===== src/rtl/alu_pkg.sv =====
package alu_pkg;

  localparam int unsigned DataW  = 32;
  localparam int unsigned ShAmtW = $clog2(DataW);

  // flag register bit positions (software visible)
  localparam int unsigned FlgCarry = 0;
  localparam int unsigned FlgOvf   = 1;
  localparam int unsigned FlgZero  = 2;
  localparam int unsigned FlgSign  = 3;
  localparam int unsigned FlgIntEn = 4;
  localparam int unsigned FlgUser  = 5;
  localparam int unsigned FlgUsedW = 6;

  typedef enum logic [2:0] {
    OP_ADD = 3'd0,
    OP_SUB = 3'd1,
    OP_XOR = 3'd2,
    OP_OR  = 3'd3,
    OP_AND = 3'd4,
    OP_SHL = 3'd5,
    OP_SHR = 3'd6,
    OP_SRA = 3'd7
  } aluOp_e;

  typedef enum logic [1:0] {
    RES_ADDER = 2'd0,
    RES_LOGIC = 2'd1,
    RES_SHIFT = 2'd2
  } resSel_e;

  typedef enum logic [1:0] {
    LG_XOR = 2'd0,
    LG_OR  = 2'd1,
    LG_AND = 2'd2
  } logicKind_e;

  typedef enum logic [1:0] {
    SH_LEFT  = 2'd0,
    SH_RIGHT = 2'd1,
    SH_ARITH = 2'd2
  } shiftKind_e;

  // strobes from control to datapath / flag register
  typedef struct packed {
    logic       loadFlags;
    logic       restoreFlags;
    logic       doSub;
    resSel_e    resSel;
    logicKind_e logicKind;
    shiftKind_e shiftKind;
  } aluCtrl_t;

endpackage


===== src/rtl/alu_ctrl.sv =====
module alu_ctrl
  import alu_pkg::*;
(
  input  logic       opValid,
  input  logic [2:0] opCode,
  input  logic       flagWrEn,
  output aluCtrl_t   ctrl
);

  aluOp_e op;
  assign op = aluOp_e'(opCode);

  always_comb begin
    ctrl              = '0;
    ctrl.restoreFlags = flagWrEn;
    ctrl.loadFlags    = opValid & ~flagWrEn;
    ctrl.doSub        = (op == OP_SUB);
    ctrl.resSel       = RES_ADDER;
    ctrl.logicKind    = LG_XOR;
    ctrl.shiftKind    = SH_LEFT;
    unique case (op)
      OP_ADD, OP_SUB: ctrl.resSel = RES_ADDER;
      OP_XOR: begin ctrl.resSel = RES_LOGIC; ctrl.logicKind = LG_XOR; end
      OP_OR:  begin ctrl.resSel = RES_LOGIC; ctrl.logicKind = LG_OR;  end
      OP_AND: begin ctrl.resSel = RES_LOGIC; ctrl.logicKind = LG_AND; end
      OP_SHL: begin ctrl.resSel = RES_SHIFT; ctrl.shiftKind = SH_LEFT;  end
      OP_SHR: begin ctrl.resSel = RES_SHIFT; ctrl.shiftKind = SH_RIGHT; end
      OP_SRA: begin ctrl.resSel = RES_SHIFT; ctrl.shiftKind = SH_ARITH; end
      default: ctrl.resSel = RES_ADDER;
    endcase
  end

endmodule


===== src/rtl/alu_datapath.sv =====
module alu_datapath
  import alu_pkg::*;
#(
  parameter int unsigned Width = DataW
) (
  input  aluCtrl_t           ctrl,
  input  logic [Width-1:0]   srcA,
  input  logic [Width-1:0]   srcB,
  input  logic [Width-1:0]   immVal,
  input  logic               useImm,
  output logic [Width-1:0]   result,
  output logic [3:0]         aluFlags
);

  localparam int unsigned ShW = $clog2(Width);

  logic [Width-1:0] opB;
  assign opB = useImm ? immVal : srcB;

  // shared adder: subtract via inverted operand and carry-in
  logic [Width-1:0] addB;
  logic [Width:0]   addSum;
  logic             addCarry, addOvf;
  assign addB     = ctrl.doSub ? ~opB : opB;
  assign addSum   = {1'b0, srcA} + {1'b0, addB} + {{Width{1'b0}}, ctrl.doSub};
  // for subtract the raw carry-out means "no borrow"
  assign addCarry = ctrl.doSub ? ~addSum[Width] : addSum[Width];
  assign addOvf   = (srcA[Width-1] == addB[Width-1]) &&
                    (addSum[Width-1] != srcA[Width-1]);

  logic [Width-1:0] logicRes;
  always_comb begin
    unique case (ctrl.logicKind)
      LG_OR:   logicRes = srcA | opB;
      LG_AND:  logicRes = srcA & opB;
      default: logicRes = srcA ^ opB;
    endcase
  end

  // shifter works one bit wider to expose the last bit shifted out
  logic [ShW-1:0]   shAmt;
  logic [Width:0]   shLeft, shRight, shArith;
  logic [Width-1:0] shiftRes;
  logic             shiftCarry;
  assign shAmt   = opB[ShW-1:0];
  assign shLeft  = {1'b0, srcA} << shAmt;
  assign shRight = {srcA, 1'b0} >> shAmt;
  assign shArith = $unsigned($signed({srcA, 1'b0}) >>> shAmt);

  always_comb begin
    unique case (ctrl.shiftKind)
      SH_RIGHT: begin shiftRes = shRight[Width:1]; shiftCarry = shRight[0]; end
      SH_ARITH: begin shiftRes = shArith[Width:1]; shiftCarry = shArith[0]; end
      default:  begin shiftRes = shLeft[Width-1:0]; shiftCarry = shLeft[Width]; end
    endcase
  end

  logic carry, ovf;
  always_comb begin
    unique case (ctrl.resSel)
      RES_LOGIC: begin result = logicRes; carry = 1'b0;       ovf = 1'b0;   end
      RES_SHIFT: begin result = shiftRes; carry = shiftCarry; ovf = 1'b0;   end
      default:   begin result = addSum[Width-1:0]; carry = addCarry; ovf = addOvf; end
    endcase
  end

  assign aluFlags[FlgCarry] = carry;
  assign aluFlags[FlgOvf]   = ovf;
  assign aluFlags[FlgZero]  = (result == '0);
  assign aluFlags[FlgSign]  = result[Width-1];

endmodule


===== src/rtl/alu_flag_reg.sv =====
module alu_flag_reg
  import alu_pkg::*;
#(
  parameter int unsigned Width = DataW
) (
  input  logic             clk,
  input  logic             rstN,
  input  aluCtrl_t         ctrl,
  input  logic [3:0]       aluFlags,
  input  logic [Width-1:0] wrData,
  output logic [Width-1:0] flagQ
);

  localparam logic [Width-1:0] KeepMask = Width'((1 << FlgUsedW) - 1);

  logic [Width-1:0] restoreVal, opVal;
  assign restoreVal = wrData & KeepMask;
  assign opVal      = {flagQ[Width-1:4], aluFlags};

  always_ff @(posedge clk or negedge rstN) begin
    if (!rstN)                  flagQ <= '0;
    else if (ctrl.restoreFlags) flagQ <= restoreVal;
    else if (ctrl.loadFlags)    flagQ <= opVal;
  end

endmodule


===== src/rtl/alu_flag_unit.sv =====
module alu_flag_unit
  import alu_pkg::*;
(
  input  logic        clk,
  input  logic        rstN,
  input  logic        opValid,
  input  logic [2:0]  opCode,
  input  logic [31:0] srcA,
  input  logic [31:0] srcB,
  input  logic [31:0] immVal,
  input  logic        useImm,
  input  logic        flagWrEn,
  input  logic [31:0] flagWrData,
  output logic [31:0] result,
  output logic [31:0] flags
);

  aluCtrl_t   ctrl;
  logic [3:0] aluFlags;

  alu_ctrl u_ctrl (
    .opValid (opValid),
    .opCode  (opCode),
    .flagWrEn(flagWrEn),
    .ctrl    (ctrl)
  );

  alu_datapath #(.Width(DataW)) u_dp (
    .ctrl    (ctrl),
    .srcA    (srcA),
    .srcB    (srcB),
    .immVal  (immVal),
    .useImm  (useImm),
    .result  (result),
    .aluFlags(aluFlags)
  );

  alu_flag_reg #(.Width(DataW)) u_flg (
    .clk     (clk),
    .rstN    (rstN),
    .ctrl    (ctrl),
    .aluFlags(aluFlags),
    .wrData  (flagWrData),
    .flagQ   (flags)
  );

endmodule


===== config.mk =====
export PLATFORM = sky130hd
export DESIGN_NAME = alu_flag_unit
export DESIGN_NICKNAME = d
export VERILOG_FILES = /design/src/rtl/alu_pkg.sv /design/src/rtl/alu_ctrl.sv /design/src/rtl/alu_datapath.sv /design/src/rtl/alu_flag_reg.sv /design/src/rtl/alu_flag_unit.sv
export SDC_FILE = /design/constraint.sdc
export NUM_CORES = 1
export LEC_CHECK = 0
export BUFFER_PORTS_ARGS = -buffer_cell sky130_fd_sc_hd__buf_4
export CORE_MARGIN = 1.5
export CORE_UTILIZATION = 55
export DETAILED_ROUTE_END_ITERATION = 12
export GPL_TIMING_DRIVEN = 0
export MAX_ROUTING_LAYER = met4
export PLACE_DENSITY = 0.8
export SLEW_MARGIN = 5
export SYNTH_ARGS = -nofsm -noshare
export SYNTH_HDL_FRONTEND = slang
export SYNTH_HIERARCHICAL = 1
export SYNTH_SLANG_ARGS = --single-unit

===== constraint.sdc =====
create_clock -name clk -period 7 [get_ports clk]
set_input_delay 1.05 -clock clk [delete_from_list [all_inputs] [get_ports clk]]
set_output_delay 1.05 -clock clk [all_outputs]
set_load 0.01 [all_outputs]

==> results of run 1 <==
[power by group]
part	switching (W)	internal [W]	total, W
combinational	0.000943	0.000545	0.00149
sequential	0.00000213	0.0000386	0.0000407
clock	0.0000190	0.0000733	0.0000923
[timing repair]
action,CTS,global route
pin swaps,1,0
setup buffers,3,2
gates resized for setup,29,23
endpoints found under the setup margin,26,6
[layer usage]
metal  wire length [um]  track usage, %  up-vias
met2              20400            75.6     1394
met5                  0               -        -
met4               4890            34.2        0
met3               9000            23.6      350
li1                   -               -     5458
met1              17800            63.6     6022
[kinds of logic after synthesis]
group / synth area share [%]
AOI/OAI and AO/OA: 28.7
xor gates and xnor gates: 4.36
adders and majority gates: 13.3
buffers and inverters: 11.0
DFF: 1.50
muxes: 23.6
other: 0.0373
and+or+nand+nor: 17.5
[cell usage in the layout, fill, tap and decap left out, drive strengths merged, types with 31 or more instances in the layout]
| master | Yosys | routed |
|---|---|---|
| inv | 112 | 112 |
| nor2 | 94 | 94 |
| nand2 | 164 | 164 |
| mux2i | 105 | 105 |
| buf | 66 | 215 |
| a22oi | 31 | 31 |
| ha | 105 | 105 |
| mux4 | 53 | 53 |
| o21ai | 82 | 82 |
| xnor2 | 44 | 44 |
| a211oi | 34 | 34 |
| a21oi | 92 | 92 |
| clkbuf | 69 | 67 |
[worst max-delay path by stage]
stage / start / to / slack, ns / cells past startpoint
4_1_cts: useImm / u_flg/flagQ[2] / 0.06 / 22
3_5_place_dp: useImm / u_flg/flagQ[2] / -1.73 / 21
6_report: useImm / result[13] / 0.1 / 15
3_3_place_gp: useImm / u_flg/flagQ[2] / -1.73 / 21
5_1_grt: useImm / result[31] / -0.03 / 19
2_1_floorplan: useImm / result[31] / 0.57 / 18
[area by class of cell]
class / count / area share, %
plain buffers: 128 / 5.83
flip-flops and latches: 6 / 1.28
multi-input cells: 1161 / 76.4
well taps: 229 / 2.44
diodes: 2 / 0.0427
inverters: 114 / 3.67
repair buffers: 151 / 9.66
clock buffers: 3 / 0.640
[per-stage QoR]
stage | utilization (%) | total power [W] | TNS [ns] | area, um^2
after floorplan | - | 0.000882 | 0 | 10100
after global placement | 64.1 | 0.00139 | -15.20 | 11500
after detailed placement | 64.1 | 0.00141 | -13.99 | 11500
after CTS | 64.8 | 0.00151 | 0 | 11600
after global routing | 65.3 | 0.00167 | -0.0316 | 11700
final | 65.3 | 0.00162 | 0 | 11700
==> results.sh, run 1 <==
export IMPL_ys_top_cells_by_area="ha_1, mux4_2, mux2i_1, nand2_1, a21oi_1"
export IMPL_timing_rr_end="u_flg/flagQ[5]"
export IMPL_p_per_area_mw_per_mm2=138
export IMPL_synth_edf_count=0
export IMPL_cpMaxStageDelayCell="buf_1"
export IMPL_clk_latency_ns=0.23
export IMPL_ys_types=79
export IMPL_multi_input_area_mm2=0.00896
export IMPL_worst_r2r_cell_count=1
export IMPL_reg2reg_slack_ns=6.23
export IMPL_post_dp_hpwl_um=41000
export IMPL_fmax_mhz=145
export IMPL_rows=49
export IMPL_synth_area_mm2=0.0100
export IMPL_yosysTopAreaCell="ha_1"
export IMPL_drt_initial_drc_count=2379
export IMPL_die_h_um=138
export IMPL_largest_register_ffs=6
export IMPL_drive_gt1_share_pct=19.0
export IMPL_cp_max_fo=10
export IMPL_hp_start="u_flg/flagQ[4]"
export IMPL_io_pins=200
export IMPL_overflow=0
export IMPL_setup_slack_ns=0.0983
export IMPL_totalWireLength_um=52100
export IMPL_r2r_start="u_flg/flagQ[5]"
export IMPL_cts_buffers=3
export IMPL_setup_violations_final=0
export IMPL_cts_htree_levels=1
export IMPL_cp_top_family="buffers and inverters"
export IMPL_antenna_found_initial=2
export IMPL_firstDrtPassIters=8
export IMPL_clock_root_buffer="clkbuf_16"
export IMPL_synth_commonest_cells="nand2_1, inv_1, ha_1"
export IMPL_synth_most_common_cell="nand2_1"
export IMPL_leakagePower_nw=5.24
export IMPL_fillers=1577
export IMPL_cpPeakStageDelay_ns=0.83
export IMPL_coreArea_mm2=0.0180
export IMPL_period_share_pct=98.6
export IMPL_placed_cells=1791
export IMPL_slew_violations=0
export IMPL_drv_cap=0
export IMPL_hold_path_end="u_flg/flagQ[4]"
export IMPL_regArea_um2=150
export IMPL_dp_slack_ns=-1.73
export IMPL_crit_top_cell="buf_2"
export IMPL_slew_headroom_pct=23.9
export IMPL_antenna_left=0
export IMPL_wl_per_cell_um=29.1
export IMPL_async_flop_share_pct=100
export IMPL_yosysWarnings=6
export IMPL_outcome="completed"
export IMPL_first_global_vias=12200
export IMPL_num_vias=13200
export IMPL_cts_tree="built"
export IMPL_path_class="input pin to primary output"
export IMPL_die_w_um=138
export IMPL_reg_top3="u_flg/flagQ: 6 flops"
export IMPL_cp_cell_sequence="buf_6 -> mux2i_4 -> buf_4 -> clkinv_1 -> buf_2 -> buf_2 -> buf_2 -> buf_1 -> mux2i_1 -> nand2_1 -> nand3_1 -> nand2_1 -> nand3_1 -> o311ai_0 -> buf_4"
export IMPL_die_area_mm2=0.0191
export IMPL_whs_path_depth=1
export IMPL_vias_per_cell=7.37
export IMPL_final_cells=1794
export IMPL_worst_slew_pin_slew_ns=1.13
export IMPL_crit_buf_inv=8
export IMPL_grt_usage_pct=54.3
export IMPL_initial_core_util_pct=55.9
export IMPL_drc=0
export IMPL_largest_register="u_flg/flagQ"
export IMPL_syn_area_per_cell_um2=7.22
export IMPL_ys_seq_area_share_pct=1.50
export IMPL_crit_path_start_kind="input pin"
export IMPL_cts_hold_buffers=0
export IMPL_gp_congestion=1.25
export IMPL_worstPathArrival_ns=5.85
export IMPL_clk_path_buf_depth=2
export IMPL_hold_class="register to register"
export IMPL_fin_nets=1807
export IMPL_synth_seq_cells=6
export IMPL_skew_ns=0
export IMPL_synth_top_area_share_pct=13.1
export IMPL_synth_top_flop_cell="dfrtp_1"
export IMPL_cp_required_ns=5.95
export IMPL_clock_sinks=6
export IMPL_grt_max_degree=29
export IMPL_syn_to_final_growth_pct=16.8
export IMPL_crit_path_end_kind="primary output"
export IMPL_holdWs_ns=0.536
export IMPL_grt_first_pass_wirelength_um=77000
export IMPL_hold_viol_final=0
export IMPL_period_needed_ns=6.90
export IMPL_clkTransAtPathRegs_ns=0.03
export IMPL_netlist_instances=1391
export IMPL_io_buffer_count=146
export IMPL_ir_worst_vdd_mv=0.164
(Power assumes the default switching activity.)
==> inputs of run 2 (changes only) <==
--- a/config.mk
+++ b/config.mk
@@ -12,6 +12,8 @@
 export GPL_TIMING_DRIVEN = 0
 export MAX_ROUTING_LAYER = met4
 export PLACE_DENSITY = 0.8
+export REMOVE_ABC_BUFFERS = 1
+export SKIP_CTS_REPAIR_TIMING = 1
 export SLEW_MARGIN = 5
 export SYNTH_ARGS = -nofsm -noshare
 export SYNTH_HDL_FRONTEND = slang
==> results.sh, run 2 (synthesized netlist as in run 1, its figures left out) <==
export IMPL_setup_violations_final=0
export IMPL_firstDrtPassIters=7
export IMPL_worst_slew_pin_slew_ns=1.20
export IMPL_drv_cap=0
export IMPL_clk_path_buf_depth=2
export IMPL_syn_to_final_growth_pct=13.9
export IMPL_first_global_vias=10900
export IMPL_die_area_mm2=0.0191
export IMPL_wl_per_cell_um=26.0
export IMPL_outcome="completed"
export IMPL_diodes=0
export IMPL_layout_common_cells="nand2_1, buf_4, inv_1"
export IMPL_dp_slack_ns=-0.993
export IMPL_clockPowerShare_pct=6.2
export IMPL_reg2reg_slack_ns=6.22
export IMPL_rsz0062_at_grt="no"
export IMPL_overflow=0
export IMPL_clock_root_buffer="clkbuf_16"
export IMPL_skew_ns=0
export IMPL_largest_register="u_flg/flagQ"
export IMPL_fillers=1653
export IMPL_ir_worst_vdd_mv=0.104
export IMPL_clk_latency_ns=0.23
export IMPL_io_pins=200
export IMPL_multi_input_area_mm2=0.00898
export IMPL_final_common_cell="nand2_1"
export IMPL_regArea_um2=150
export IMPL_fin_nets=1700
export IMPL_rows=49
export IMPL_period_needed_ns=6.91
export IMPL_clkTransAtPathRegs_ns=0.03
export IMPL_drt_initial_drc_count=1923
export IMPL_antenna_found_initial=0
export IMPL_slew_headroom_pct=20.2
export IMPL_crit_path_end_kind="primary output"
export IMPL_combinationalPowerShare_pct=91.1
export IMPL_cts_buffers=3
export IMPL_die_h_um=138
export IMPL_die_w_um=138
export IMPL_netSwitchingFraction_pct=57.1
export IMPL_dpl_cell_area_mm2=0.0112
export IMPL_grt_first_pass_wirelength_um=65500
export IMPL_grt_usage_pct=44.7
export IMPL_crit_path_start_kind="input pin"
export IMPL_initial_core_util_pct=55.9
export IMPL_post_dp_hpwl_um=32800
export IMPL_leakagePower_nw=5.03
export IMPL_drc=0
export IMPL_fmax_mhz=145
export IMPL_hold_viol_final=0
export IMPL_final_area_mm2=0.0114
export IMPL_cp_required_ns=5.95
export IMPL_cts_htree_levels=1
export IMPL_clock_sinks=6
export IMPL_hold_class="register to register"
export IMPL_antenna_left=0
export IMPL_grt_max_degree=56
export IMPL_cts_tree="built"
export IMPL_vias_per_cell=7.18
export IMPL_setup_slack_ns=0.0866
export IMPL_reg_top3="u_flg/flagQ: 6 flops"
export IMPL_cp_max_fo=38
export IMPL_seq_power_share_pct=2.7
export IMPL_period_share_pct=98.8
export IMPL_p_int_w=0.000650
export IMPL_totalWireLength_um=43800
export IMPL_worstPathArrival_ns=5.86
export IMPL_io_buffer_count=147
export IMPL_setup_tns_ns=0
export IMPL_gp_congestion=1.01
export IMPL_switchingPower_w=0.000866
export IMPL_p_per_area_mw_per_mm2=133
export IMPL_slew_violations=0
export IMPL_num_vias=12100
export IMPL_largest_register_ffs=6
export IMPL_drive_gt1_share_pct=17.9
export IMPL_path_class="input pin to primary output"
export IMPL_coreArea_mm2=0.0180
## run 2: cell type report
type                       instances  area share [%]
multi-input combinational       1163            78.6
timing repair buffer             170            13.1
inverter                         114            3.87
tap                              229            2.51
sequential                         6            1.31
clock buffer                       3           0.657
## run 2: power groups by stage
stage | combinational, W | clock [W] | sequential, W
global placement | 0.00126 | 0 | 0.0000409
CTS | 0.00131 | 0.0000947 | 0.0000409
floorplan | 0.000799 | 0 | 0.0000426
global route | 0.00145 | 0.0000960 | 0.0000414
finish | 0.00138 | 0.0000944 | 0.0000411
detailed placement | 0.00130 | 0 | 0.0000412
## run 2: worst paths after layout
path | cells past startpoint | end | from
max | 16 | result[31] | useImm
min | 1 | u_flg/flagQ[5] | u_flg/flagQ[5]
max reg2reg | 2 | u_flg/flagQ[0] | u_flg/flagQ[0]
min reg2reg | 1 | u_flg/flagQ[5] | u_flg/flagQ[5]
max in group asynchronous | 1 | u_flg/flagQ[1] | rstN
min in group asynchronous | 1 | u_flg/flagQ[3] | rstN
## run 2: stage by stage
step	std cells	hold slack [ns]	utilization [%]	total power, W
final	1685	0.520	63.6	0.00152
after global routing	1685	0.529	63.6	0.00159
after CTS	1677	0.517	63.0	0.00145
after detailed placement	1674	0.511	62.6	0.00134
after global placement	1657	0.508	60.4	0.00131
after floorplan	1281	0.552	-	0.000842
## run 2: layer usage
layer	vias up	track usage [%]	part of all wire (%)
met4	0	15.8	4.8
met1	5738	58.4	38
met5	-	-	0
met2	969	67.0	43
met3	141	11.1	14
li1	5248	-	-
## run 2: critical path: stages
cell and delay [ns]:
clkbuf_8 0.42, mux2i_4 0.53, buf_16 0.23, xnor2_1 0.16, ha_1 0.28, nand2_1 0.06, mux2i_1 0.11, or4_4 0.57
a21boi_2 0.35, o21a_1 0.28, o21ai_0 0.26, a2111oi_1 0.63, o31ai_2 0.18, xnor2_1 0.16, a22oi_1 0.33, buf_4 0.20
